**src/rtl/dual_slot_router.sv**
```systemverilog
module dual_slot_router #(
  parameter int SLOT_W = 4,
  parameter int BUF_W  = 16,
  parameter int NEED   = 5,
  parameter int TW     = 3
) (
  input  logic                        clk,
  input  logic                        rst_n,
  input  logic                        restart,
  input  logic                        word_valid,
  input  logic [2*SLOT_W-1:0]         word_data,
  output logic                        word_ready,
  input  logic [TW-1:0]               take0,
  input  logic [TW-1:0]               take1,
  output logic [BUF_W-1:0]            win0,
  output logic [BUF_W-1:0]            win1,
  output logic [$clog2(BUF_W+1)-1:0]  fill0,
  output logic [$clog2(BUF_W+1)-1:0]  fill1,
  output logic                        rdy0,
  output logic                        rdy1
);
  localparam int PAIR = 2 * SLOT_W;
  localparam int FW   = $clog2(BUF_W + 1);

  logic [BUF_W-1:0] win_q  [2];
  logic [FW-1:0]    fill_q [2];
  logic [TW-1:0]    take   [2];
  logic [FW-1:0]    tk     [2];
  logic [FW-1:0]    rem    [2];
  logic [FW:0]      len    [2];
  logic [PAIR-1:0]  bits   [2];
  logic             rdy    [2];
  logic             room   [2];

  logic [SLOT_W-1:0] s1, s2;
  logic only0, only1, acc;

  assign s1 = word_data[PAIR-1:SLOT_W];
  assign s2 = word_data[SLOT_W-1:0];
  assign take[0] = take0;
  assign take[1] = take1;

  assign only1 = !rdy[0] && rdy[1];
  assign only0 = rdy[0] && !rdy[1];

  assign bits[0] = only1 ? {s1, s2} : (only0 ? '0 : {s1, {SLOT_W{1'b0}}});
  assign bits[1] = only0 ? {s1, s2} : (only1 ? '0 : {s2, {SLOT_W{1'b0}}});
  assign len[0]  = only1 ? (FW+1)'(PAIR) : (only0 ? '0 : (FW+1)'(SLOT_W));
  assign len[1]  = only0 ? (FW+1)'(PAIR) : (only1 ? '0 : (FW+1)'(SLOT_W));

  assign word_ready = !restart && room[0] && room[1];
  assign acc = word_valid && word_ready;

  for (genvar i = 0; i < 2; i++) begin : g_lane
    assign rdy[i]  = fill_q[i] >= FW'(NEED);
    assign tk[i]   = (FW'(take[i]) > fill_q[i]) ? fill_q[i] : FW'(take[i]);
    assign rem[i]  = fill_q[i] - tk[i];
    assign room[i] = ((FW+1)'(rem[i]) + len[i]) <= (FW+1)'(BUF_W);

    always_ff @(posedge clk) begin
      if (!rst_n || restart) begin
        win_q[i]  <= '0;
        fill_q[i] <= '0;
      end else begin
        win_q[i]  <= (win_q[i] << tk[i]) |
                     (acc ? ({bits[i], {(BUF_W-PAIR){1'b0}}} >> rem[i]) : '0);
        fill_q[i] <= rem[i] + (acc ? FW'(len[i]) : '0);
      end
    end


    fill_bound_chk: assert property (@(posedge clk) disable iff (!rst_n)
      fill_q[i] <= FW'(BUF_W));
  end

  assign win0  = win_q[0];
  assign win1  = win_q[1];
  assign fill0 = fill_q[0];
  assign fill1 = fill_q[1];
  assign rdy0  = rdy[0];
  assign rdy1  = rdy[1];


  restart_clear_chk: assert property (@(posedge clk) disable iff (!rst_n)
    restart |=> (fill0 == '0 && fill1 == '0 && win0 == '0 && win1 == '0));


  idle_hold_chk: assert property (@(posedge clk) disable iff (!rst_n)
    (!restart && !acc && take0 == '0 && take1 == '0)
      |=> ($stable(win0) && $stable(win1) && $stable(fill0) && $stable(fill1)));


  only1_steer_chk: assert property (@(posedge clk) disable iff (!rst_n)
    (acc && !rdy0 && rdy1) |=> (fill1 == $past(rem[1]) && fill0 == $past(rem[0]) + FW'(PAIR)));


  only0_steer_chk: assert property (@(posedge clk) disable iff (!rst_n)
    (acc && rdy0 && !rdy1) |=> (fill0 == $past(rem[0]) && fill1 == $past(rem[1]) + FW'(PAIR)));
endmodule

```
**config.mk**
```make
export PLATFORM = sky130hd
export DESIGN_NAME = dual_slot_router
export DESIGN_NICKNAME = d
export VERILOG_FILES = /design/src/rtl/dual_slot_router.sv
export SDC_FILE = /design/constraint.sdc
export NUM_CORES = 1
export LEC_CHECK = 0
export BUFFER_PORTS_ARGS = -buffer_cell sky130_fd_sc_hd__buf_4
export CORE_UTILIZATION = 40
export DETAILED_ROUTE_END_ITERATION = 8
export SKIP_LAST_GASP = 1
export SYNTH_ARGS = -nofsm -noshare
export SYNTH_HDL_FRONTEND = slang
export SYNTH_SLANG_ARGS = --single-unit
```
**constraint.sdc**
```tcl
create_clock -name clk -period 8.4 [get_ports clk]
set_input_delay 1.26 -clock clk [delete_from_list [all_inputs] [get_ports clk]]
set_output_delay 1.26 -clock clk [all_outputs]
set_load 0.005 [all_outputs]
```
==> impl_results.md <==
* Worst Hold Path Cells at 2
* Commonest cells in the netlist: 77 x nand2_1, 47 x nor2_1, 45 x mux2i_1, 42 x dfxtp_1, 38 x a21oi_1
* Mean Syn Cell Area at 7.68 µm²
* DR WL/cell at 18.3 µm
* Peak Freq at 130 MHz
* Setup Skew at 0.00807 ns
* Max cap viols at 0
* Worst Path Required at 7.14 ns
* Max FO, Critical Path at 13
* Post-DP HPWL at 11200 µm
* CTS tree: yes
* Layout area overhead at 13.6%
* Post-Syn Area at 0.00474 mm²
* Clock root buffer: clkbuf_16
* Overflow after GRT at 0
* Drt via density at 6.10
* Postcts setup bufs at 0
* FP Rows at 39
* Main combinational cell family by area after synthesis: compound AO/OA/AOI/OAI gates
* Reg clk slew, reported paths at 0.07 ns
* I/O pins at 63
* CP Launch Type: input pin
* Hold Crit Class: flip-flop to flip-flop
* Tot GR Track Use at 23.5%
* Antenna cell count at 0
* Seq/Total Area, Yosys at 17.7%
* Post-synth top area share at 17.7%
* RR Endpoint: fill_q[1][4]
* Worst EP arrival at 6.42 ns
* Complex-gate fraction of the synthesized area at 24.1%
* Synth cell types at 73
* Port Buffers at 62
* Vias in the first global route at 4370
* Ys flop type: dfxtp_1
* Die Ht at 111 µm
* Net Count, Synth at 661
* Total wire length at 14600 µm
* Slew @ Worst Pin at 0.821 ns
* Status: finished, final reports clean
* Placer Congestion at 0.918
* Number of buffers created by CTS at 5
* Slew HR at 45.0%
* Finished Layout Cells at 795
* First-pass GRT wire length at 23500 µm
* Post-synth top area cell: dfxtp_1
* Synth area leaders: dfxtp_1 18%, mux2i_1 9.5%, nand2_1 6.1%
* Hold path start: win_q[0][0]
* Layout cells sized above 1 at 19.8%
* R2r worst-path depth at 25
* Fillers at 1135
* Die footprint at 0.0123 mm²
* Routed Antenna Nets at 0
* Final worst path period share at 91.4%
* CTS Sinks at 42
* Yosys reg bits at 42
* Fraction of the mapped netlist area in simple logic gates at 24.0%
* Final hold vios at 0
* Xor/xnor share of the synthesized area at 1.61%
* Count leader, synth: nand2_1
* Worst-skew pair later-pin latency at 0.29 ns
* Largest net degree at the start of global routing at 40
* Initial antenna violation count at 0
* Starting density of the core at 41.3%
* Clock buffer depth at 2
* Worst R2R Setup Slack at 1.88 ns
* Critical path class: input pin to primary output
* DR DRC count at 0
* Gate Count Post-Synth at 617
* Critical Path Sink Type: primary output
* Setup_tns at 0 ns
* EDFF count, synth at 0
* Post-CTS sizing at 0
* Setup violations, final at 0
* Hold_buf cts at 0
* WHS Endpoint: win_q[0][0]
* DR vias at 4851
* Max-slew violation count at 0
* Nets@finish at 696
* Drt first pass iters at 5
* H-tree depth at 2
* Final min period at 7.68 ns
* Die Wd at 111 µm
* Ys async rst share at 0%
* Core ar. at 0.0115 mm²
* Post-Synth Adder-Cell Area at 7.81%
* Placed Instances at 788
* RSZ-0062 raised after global routing: false
* 1st-iter DRT viols at 473
* Crit Reg-Reg Startpoint: fill_q[1][1]
* Mux contribution to synthesized area at 17.8%
* YS warnings at 0
* Fin Hold WS at 0.591 ns
==> layout by cell type, fill, tap and decap left out, types with 7 or more instances in the layout <==
| master | n |
|---|---|
| nor2b_1 | 11 |
| nor2_1 | 47 |
| o21ai_0 | 30 |
| mux2i_1 | 45 |
| mux2_2 | 25 |
| and2_1 | 7 |
| nand2_1 | 77 |
| nand4_1 | 9 |
| or3_1 | 9 |
| a211oi_1 | 7 |
| o221ai_1 | 10 |
| ha_1 | 20 |
| nor3_1 | 15 |
| nand3_1 | 35 |
| a31oi_1 | 18 |
| dfxtp_1 | 42 |
| a22oi_1 | 9 |
| a21oi_1 | 38 |
| buf_4 | 68 |
| inv_1 | 24 |
==> cell type report <==
cell class | instances | area, µm² | area share, %
multi-input combinational | 504 | 3570 | 66.3
inverter | 31 | 116 | 2.16
timing repair buffer | 68 | 510 | 9.48
tap | 143 | 179 | 3.32
clock buffer | 6 | 139 | 2.58
clock inverter | 1 | 30.0 | 0.557
sequential | 42 | 841 | 15.6
==> worst max path at each step <==
stage,from,cells after the start,endpoint,slack [ns]
finish,take1[0],21,word_ready,0.72
global route,take1[0],21,word_ready,0.38
CTS,take1[0],21,word_ready,0.78
detailed placement,take1[0],21,word_ready,0.79
global placement,take1[0],21,word_ready,0.95
floorplan,take1[0],21,word_ready,1.47
==> state kept, by name, indices dropped and copies added, names as in the netlist <==
register and cells:
win_q 32, fill_q 10
==> critical path, stage by stage <==
cell and delay (ns):
buf_4 0.12, clkinv_1 0.26, ha_1 0.34, nor2b_4 0.15
o31a_1 0.45, nand2_4 0.20, o21ai_4 0.30, inv_1 0.27
ha_1 0.40, xor2_1 0.17, buf_4 0.18, inv_1 0.26
ha_1 0.23, inv_1 0.05, fa_1 0.48, and4b_1 0.23
o21ai_0 0.09, mux2_4 0.31, or3_1 0.42, nor2_1 0.12
buf_4 0.12
==> routing by layer <==
metal  track usage [%]  up-vias  wire (µm)
met2              34.5      193       6150
met4              5.33        0        226
met1              36.4     2298       7330
met3              2.57       19        871
li1                  -     2341          -
met5                 0        -          0
==> stage by stage <==
step           util [%]  area, µm²  worst slack (ns)
2_1_floorplan         -       4740              1.47
3_3_place_gp       45.5       5220             0.946
3_5_place_dp       45.5       5220             0.790
4_1_cts            47.0       5390             0.779
5_1_grt            47.0       5390             0.378
6_report           47.0       5390             0.721
==> cells by family (layout without fill, tap and decap cells) <==
family	count (synthesis)	in the layout
XOR/XNOR	7	7
buffers and inverters	71	106
flip-flops	42	42
AO/OA/AOI/OAI	163	163
AND/OR/NAND/NOR	232	232
adder cells (fa/ha/maj)	26	26
multiplexers	76	76
Power is not shown: default switching activity piles up to over one toggle a cycle in this logic, so the estimate is an artifact.
